`src/rtl/adc_conv_seq.sv`:
```
module adc_conv_seq #(
  parameter int DW      = 14,
  parameter int NCLK    = 16,
  parameter int LOAD_AT = 15,
  parameter int INT_DIV = 4,
  parameter int BLANK   = 10
) (
  input  logic          clk,
  input  logic          rst_n,
  input  logic          start_in,
  input  logic          clk_sel,
  input  logic          cs_n,
  input  logic          rd_n,
  input  logic [DW-1:0] result_in,
  output logic          hold_out,
  output logic          status_out,
  output logic          data_oe,
  output logic [DW-1:0] data_out
);
  localparam int CW  = $clog2(NCLK + 1);
  localparam int DVW = (INT_DIV > 1) ? $clog2(INT_DIV) : 1;
  localparam int BW  = $clog2(BLANK + 1);

  logic [2:0]     st_q, ck_q;
  logic [1:0]     cs_q, rd_q;
  logic           conv, ext, stat, eoc_pend;
  logic [CW-1:0]  cnt;
  logic [DVW-1:0] div;
  logic [BW-1:0]  blank;
  logic [DW-1:0]  res_q;

  wire start_rise = st_q[1] & ~st_q[2];
  wire ck_fall    = ck_q[2] & ~ck_q[1];
  wire tick       = ext ? (ck_fall && blank == '0) : (div == DVW'(INT_DIV - 1));

  always_ff @(posedge clk or negedge rst_n) begin
    if (!rst_n) begin
      st_q <= '0;
      ck_q <= '0;
      cs_q <= '1;
      rd_q <= '1;
    end else begin
      st_q <= {st_q[1:0], start_in};
      ck_q <= {ck_q[1:0], clk_sel};
      cs_q <= {cs_q[0], cs_n};
      rd_q <= {rd_q[0], rd_n};
    end
  end

  always_ff @(posedge clk or negedge rst_n) begin
    if (!rst_n) begin
      conv     <= 1'b0;
      ext      <= 1'b0;
      stat     <= 1'b0;
      eoc_pend <= 1'b0;
      cnt      <= '0;
      div      <= '0;
      blank    <= '0;
      res_q    <= '0;
    end else begin
      eoc_pend <= 1'b0;
      if (eoc_pend) stat <= 1'b1;
      if (!conv) begin
        if (start_rise) begin
          conv  <= 1'b1;
          ext   <= ck_q[1];
          cnt   <= '0;
          div   <= '0;
          blank <= BW'(BLANK);
          stat  <= 1'b1;
        end
      end else begin
        if (blank != '0) blank <= blank - 1'b1;
        if (!ext) div <= (div == DVW'(INT_DIV - 1)) ? '0 : div + 1'b1;
        if (tick) begin
          cnt <= cnt + 1'b1;
          if (cnt == CW'(LOAD_AT - 1)) begin
            res_q    <= result_in;
            stat     <= 1'b0;
            eoc_pend <= st_q[1];
          end
          if (cnt == CW'(NCLK - 1)) conv <= 1'b0;
        end
      end
    end
  end

  assign hold_out   = conv;
  assign status_out = stat;
  assign data_oe    = ~cs_q[1] & ~rd_q[1];
  assign data_out   = data_oe ? res_q : '0;
endmodule

```
`config.mk`:
```
export PLATFORM = sky130hd
export DESIGN_NAME = adc_conv_seq
export DESIGN_NICKNAME = d
export VERILOG_FILES = /design/src/rtl/adc_conv_seq.sv
export SDC_FILE = /design/constraint.sdc
export NUM_CORES = 1
export LEC_CHECK = 0
export ABC_AREA = 1
export BUFFER_PORTS_ARGS = -buffer_cell sky130_fd_sc_hd__buf_2
export CAP_MARGIN = 20
export CELL_PAD_IN_SITES_DETAIL_PLACEMENT = 0
export CELL_PAD_IN_SITES_GLOBAL_PLACEMENT = 1
export CORE_ASPECT_RATIO = 0.8
export CORE_MARGIN = 2
export CORE_UTILIZATION = 25
export CTS_BUF_LIST = sky130_fd_sc_hd__clkbuf_4 sky130_fd_sc_hd__clkbuf_8
export CTS_CLUSTER_SIZE = 20
export DETAILED_ROUTE_END_ITERATION = 7
export PLACE_DENSITY = 0.61
export SYNTH_ARGS = -nofsm -noshare
export SYNTH_HDL_FRONTEND = slang
export SYNTH_SLANG_ARGS = --single-unit
```
`constraint.sdc`:
```
create_clock -name clk -period 1.65 [get_ports clk]
set_clock_uncertainty 0.05 [all_clocks]
set_input_delay 0.2475 -clock clk [delete_from_list [all_inputs] [get_ports clk]]
set_output_delay 0.2475 -clock clk [all_outputs]
set_load 0.01 [all_outputs]
```
Word level (Yosys, flattened, before mapping)
Index checks and enable logic that the tools add are counted.

Input port bits: 20. Register bits after elaboration: 39.

$add $sub $neg: 3. Reduce and logical (&&, ||, !) cells: 9. Multiplexer cells: 24. Bitwise gates (word level): 8. Equality and inequality tests: 6.

Operator list (count): $mux W5 (3); $mux W14 (1); $mux W1 (13); $mux W4 (3); $eq A5 B4 Y1 const B (2); $mux W2 (4); $reduce_and A2 Y1 (4); $add A5 B1 Y5 const B (1); $not A1 Y1 (5); $logic_not A4 Y1 (1); $ne A2 B1 Y1 const B (2); $reduce_bool A4 Y1 (1); $sub A4 B1 Y4 const B (1); $and A1 B1 Y1 (3); $reduce_and A3 Y1 (1); $add A2 B1 Y2 const B (1); $eq A2 B2 Y1 const B (1); $ne A2 B2 Y1 const B (1); $reduce_bool A2 Y1 (1); $logic_and A1 B1 Y1 (1).

Longest topological paths before layout
Depth in word-level cells: 6. Mapped depth: 10. Mapped depth without buffers: 9.

Least setup slack after synthesis
Ideal clock, no wire load.

Path type: reg2reg. Start point: reg blank[0]. End point: reg res_q[10]. Data required time: 1.484 ns. Path buffers: 1. Library setup time: 0.116 ns. Setup slack: 0.212 ns. Data arrival time: 1.271 ns. Cell stages (with the launch flop): 11. Cell sequence: dfrtp_1 inv_1 ha_1 nand2_1 nor2_1 nand2_2 nand2_2 nand2_4 buf_6 nand2_1 nand2_1.

Longest elaborated chain between the ends: 4.

Ends and longest elaborated chain: start, declared (line 29) `logic [BW-1:0] blank;`; start signal, assigned (line 69) `blank <= BW'(BLANK);`; start signal, assigned (line 73) `if (blank != '0) blank <= blank - 1'b1;`; $logic_not A4 Y1 (line 34) `wire tick = ext ? (ck_fall && blank == '0) : (div == DVW'(INT_DIV - 1));`; $logic_and A1 B1 Y1 (line 34); $mux W1 (line 34); $reduce_and A3 Y1 (no source line); end signal, assigned (line 78) `res_q <= result_in;`; end, declared (line 30) `logic [DW-1:0] res_q;`.

Every way passes these cells. A chain may end at the register's enable or synchronous reset.

Worst setup path after layout
Start point: reg rd_q[1]. End point: out data_out[3].

Longest elaborated chain between the ends: 3.

Ends and longest elaborated chain: start, declared (line 25) `logic [1:0] cs_q, rd_q;`; start signal, assigned (line 46) `rd_q <= {rd_q[0], rd_n};`; $not A1 Y1 (line 90) `assign data_oe = ~cs_q[1] & ~rd_q[1];`; $and A1 B1 Y1 (line 90); $mux W14 (line 91) `assign data_out = data_oe ? res_q : '0;`; end, declared (line 18) `output logic [DW-1:0] data_out`.

Every way passes these cells.

==> impl_results.html <==
<table>
<tr><th>Metric</th><th>Value</th></tr>
<tr><th colspan="2">Floorplanning</th></tr>
<tr><td>X dimension of the die</td><td>97.8 um</td></tr>
<tr><td>Total Die Area</td><td>7720 um2</td></tr>
<tr><td>Initial Utilization</td><td>25.6%</td></tr>
<tr><td>Rows</td><td>27</td></tr>
<tr><td>Core area</td><td>6860 um2</td></tr>
<tr><td>Top Ports</td><td>37</td></tr>
<tr><td>Height of the die</td><td>79 um</td></tr>
<tr><th colspan="2">Setup path</th></tr>
<tr><td>Series of cell instances along the critical path</td><td>nor2_1 -&gt; inv_1 -&gt; buf_6 -&gt; nor2_1 -&gt; buf_2</td></tr>
<tr><td>Arr. time, crit path</td><td>1.24 ns</td></tr>
<tr><td>CP delay by family, top</td><td>flip-flops</td></tr>
<tr><td>Number of buffer and inverter instances along the worst setup path</td><td>3</td></tr>
<tr><td>R2r endpoint</td><td>res_q[7]$_DFFE_PN0P_</td></tr>
<tr><td>Capturing element type of the critical path</td><td>primary output</td></tr>
<tr><td>Critical path class</td><td>reg2out</td></tr>
<tr><td>Depth of the worst register-to-register path</td><td>9</td></tr>
<tr><td>Worst reg-to-reg setup slack</td><td>0.18 ns</td></tr>
<tr><td>Reg-to-Reg Start</td><td>blank[0]$_DFFE_PN0P_</td></tr>
<tr><td>Largest fanout on the critical path</td><td>14</td></tr>
<tr><td>Setup crit start kind</td><td>flop</td></tr>
<tr><td>CP most frequent cell</td><td>nor2_1</td></tr>
<tr><td>Critical Path Max Stage Delay</td><td>0.52 ns</td></tr>
<tr><td>Required @ worst endpoint</td><td>1.35 ns</td></tr>
<tr><td>CP max stage cell</td><td>dfstp_2</td></tr>
<tr><td>Critical path depth in cells</td><td>5</td></tr>
<tr><th colspan="2">CTS</th></tr>
<tr><td>CTS tree</td><td>yes</td></tr>
<tr><td>Number of CTS-inserted buffers</td><td>5</td></tr>
<tr><td>Number of levels in the clock H-tree</td><td>2</td></tr>
<tr><td>Clock network latency to the later pin of the worst-skew pair</td><td>0.29 ns</td></tr>
<tr><td>CTS clk-pin slew, worst paths</td><td>0.07 ns</td></tr>
<tr><td>CTS sink cnt</td><td>39</td></tr>
<tr><td>Clock tree root buffer cell</td><td>clkbuf_8</td></tr>
<tr><td>Maximum number of buffers from clock root to sink</td><td>2</td></tr>
<tr><th colspan="2">Min path</th></tr>
<tr><td>Launch point of the worst hold path</td><td>clk_sel</td></tr>
<tr><td>Min-Delay Path Depth</td><td>1</td></tr>
<tr><td>Endpoint of the worst hold path</td><td>ck_q[0]$_DFF_PN0_</td></tr>
<tr><td>Type of the worst min-delay path</td><td>in2reg</td></tr>
<tr><th colspan="2">Job</th></tr>
<tr><td>Max-cap violation count</td><td>0</td></tr>
<tr><th colspan="2">Global routing</th></tr>
<tr><td>Total track usage</td><td>9.93%</td></tr>
<tr><td>Initial antenna violation count</td><td>0</td></tr>
<tr><td>First-pass GRT wire length</td><td>6130 um</td></tr>
<tr><td>Gr ovfl total</td><td>0</td></tr>
<tr><td>Pin count of the biggest net entering global routing</td><td>40</td></tr>
<tr><td>Via count of the first global-routing pass</td><td>1360</td></tr>
<tr><th colspan="2">Logic synthesis</th></tr>
<tr><td>Synth Area per Inst</td><td>8.83 um2</td></tr>
<tr><td>Register bit count reported by yosys</td><td>39</td></tr>
<tr><td>Cell count after synthesis</td><td>199</td></tr>
<tr><td>Cell area after synthesis</td><td>1760 um2</td></tr>
<tr><td>Post-synth net total</td><td>224</td></tr>
<tr><td>Portion of synthesized cell area occupied by the leading cell type</td><td>49.8%</td></tr>
<tr><td>Yosys warning total</td><td>0</td></tr>
<tr><td>Biggest area contributors in the synthesized netlist</td><td>dfrtp_1 50%, nand2_1 11%, nand3_1 6.3%, dfstp_2 6.0%, inv_1 6.0%</td></tr>
<tr><td>Unique masters post-synth</td><td>23</td></tr>
<tr><td>Sequential share of the synthesized area</td><td>55.8%</td></tr>
<tr><td>Dominant cell type by area after synthesis</td><td>dfrtp_1</td></tr>
<tr><th colspan="2">Cells and area</th></tr>
<tr><td>Core occupancy in the finished layout</td><td>33.1%</td></tr>
<tr><td>Area overhead of the layout relative to synthesis</td><td>29.1%</td></tr>
<tr><td>Fraction of final layout cells with drive strength greater than 1</td><td>27.6%</td></tr>
<tr><td>Fillers</td><td>737</td></tr>
<tr><td>Nets</td><td>278</td></tr>
<tr><td>Antenna Cells</td><td>0</td></tr>
<tr><td>FF/Latch Area</td><td>981 um2</td></tr>
<tr><td>Multi-input logic area</td><td>634 um2</td></tr>
<tr><th colspan="2">Detailed routing</th></tr>
<tr><td>Met2 wire length</td><td>1410 um</td></tr>
<tr><td>Highest routing layer actually used</td><td>met4</td></tr>
<tr><td>Antenna-violating nets left</td><td>0</td></tr>
<tr><td>Detailed-routing iteration count for the pre-antenna-repair pass</td><td>4</td></tr>
<tr><td>Total via count in the routed design</td><td>1374</td></tr>
<tr><td>Violation count after the first detailed-route iteration</td><td>73</td></tr>
<tr><td>Routed Wire Length</td><td>3520 um</td></tr>
<tr><td>Sum of routed wire segments on met1</td><td>1890 um</td></tr>
<tr><td>Routed WL per cell</td><td>10.3 um</td></tr>
<tr><td>Routed via count divided by cell count</td><td>4.03</td></tr>
<tr><td>DRC violations left</td><td>0</td></tr>
<tr><td>Met3 WL post-DR</td><td>172 um</td></tr>
<tr><th colspan="2">Timing</th></tr>
<tr><td>Final count of hold timing violations</td><td>0</td></tr>
<tr><td>Final number of setup-violating endpoints</td><td>0</td></tr>
<tr><td>Tightest hold margin</td><td>0.0117 ns</td></tr>
<tr><td>Shortest clock period the worst path allows after layout</td><td>1.54 ns</td></tr>
<tr><td>Final worst path period share</td><td>93.4%</td></tr>
<tr><td>Worst slew margin relative to its limit</td><td>66.8%</td></tr>
<tr><td>Slew at the pin closest to its max-slew limit</td><td>0.498 ns</td></tr>
<tr><td>Final Slew Violations</td><td>0</td></tr>
<tr><td>Achievable Freq</td><td>0.649 GHz</td></tr>
<tr><th colspan="2">Placed design</th></tr>
<tr><td>Number of buffer cells added on primary ports</td><td>36</td></tr>
<tr><td>HPWL after detailed placement</td><td>2460 um</td></tr>
<tr><td>Final weighted congestion of routability-driven global placement</td><td>0.777</td></tr>
<tr><th colspan="2">Outcome</th></tr>
<tr><td>Result of the run</td><td>finished clean</td></tr>
<tr><th colspan="2">Power</th></tr>
<tr><td>Worst ir drop on vdd</td><td>0.472 mV</td></tr>
<tr><td>Pwr Density</td><td>1190 nW/um2</td></tr>
<tr><td>Lkg Pwr</td><td>1.27 nW</td></tr>
</table>
==> routing by layer <==
layer | track usage [%] | up-vias
li1 | - | 725
met4 | 3.33 | 0
met3 | 2.90 | 7
met5 | 0 | -
met2 | 14.8 | 29
met1 | 13.9 | 613
==> where the power goes <==
| part | switching [mW] | internal [mW] |
|---|---|---|
| clock network | 0.333 | 0.380 |
| logic | 0.420 | 0.319 |
| registers | 0.113 | 1.13 |
| total | 0.866 | 1.82 |
==> cell type report <==
cell class | count | share of cell area, %
flip-flops and latches | 39 | 43.2
multi-input cells | 125 | 27.9
repair buffers | 54 | 14.8
well taps | 87 | 4.80
inverters | 28 | 4.63
clock buffers | 7 | 4.24
clock inverters | 1 | 0.331
==> cells in the final DEF (no fill, tap or decap), types with 2 or more instances in the layout <==
cell type	n
a21oi_1	5
buf_2	36
buf_4	12
clkbuf_8	7
dfrtp_1	35
dfstp_2	4
dlygate4sd3_1	4
ha_1	5
inv_1	28
nand2_1	52
nand2_2	2
nand3_1	22
nand4_1	5
nor2_1	19
nor2_2	2
o21ai_0	5
==> cells by family after synthesis <==
group | after synthesis | share of synthesized area, %
AOI/OAI and AO/OA | 11 | 3.27
xor gates and xnor gates | 2 | 0.997
adders and majority gates | 5 | 3.56
buffers and inverters | 35 | 9.04
DFF | 39 | 55.8
and+or+nand+nor | 107 | 27.3
==> cell usage after synthesis <==
master	number
a21boi_0	1
a21oi_1	5
buf_2	1
buf_4	3
buf_6	2
clkbuf_1	1
dfrtp_1	35
dfstp_2	4
ha_1	5
inv_1	28
nand2_1	52
nand2_2	3
nand2_4	1
nand3_1	22
nand3b_1	1
nand4_1	5
nor2_1	20
nor2_2	1
nor3b_4	1
o21ai_0	5
or2_2	1
xnor2_1	1
xor2_1	1
==> worst reg2reg max path, cell delays in order (launching register included) <==
cell and delay (ns):
dfrtp_1 0.39, inv_1 0.08, ha_1 0.18, nand2_1 0.08
nor2_2 0.10, nand2_2 0.10, nand2_4 0.12, buf_4 0.16
nand3_1 0.08, nand2_1 0.07
==> how the worst max path moves through the flow <==
| stage | from | endpoint | slack (ns) |
|---|---|---|---|
| 4_1_cts | rd_q[1]$_DFF_PN1_ | data_out[3] | 0.05 |
| 5_1_grt | rd_q[1]$_DFF_PN1_ | data_out[10] | -0.003 |
| 2_1_floorplan | blank[0]$_DFFE_PN0P_ | res_q[10]$_DFFE_PN0P_ | 0.21 |
| 6_report | rd_q[1]$_DFF_PN1_ | data_out[3] | 0.11 |
| 3_3_place_gp | blank[0]$_DFFE_PN0P_ | status_out$_DFF_PN0_ | 0.14 |
| 3_5_place_dp | blank[0]$_DFFE_PN0P_ | res_q[10]$_DFFE_PN0P_ | 0.05 |
==> flip-flops by register name, summed over array words and instances (netlist names) <==
name / flops
cnt: 5
st_q: 3
blank: 4
hold_out: 1
div: 2
rd_q: 2
res_q: 14
ext: 1
status_out: 1
ck_q: 3
cs_q: 2
eoc_pend: 1
==> metrics by stage <==
stage | setup WS [ns] | setup TNS [ns] | total power [mW] | instances | cell area (um2)
global route | -0.00313 | -0.00368 | 2.92 | 341 | 2270
floorplan | 0.212 | 0 | 1.74 | 199 | 1760
global placement | 0.137 | 0 | 1.96 | 325 | 2070
finish | 0.109 | 0 | 2.69 | 341 | 2270
detailed placement | 0.0533 | 0 | 1.96 | 325 | 2070
CTS | 0.0454 | 0 | 2.69 | 337 | 2210
==> repair_timing <==
item | 4_1_cts | 5_1_grt
setup endpoints to repair | 0 | 35
hold buffers | 4 | 0
gates resized for setup | 0 | 6
hold endpoints to repair | 38 | 0
setup buffers | 0 | 4
No activity file was read; power rests on OpenSTA's default activity.
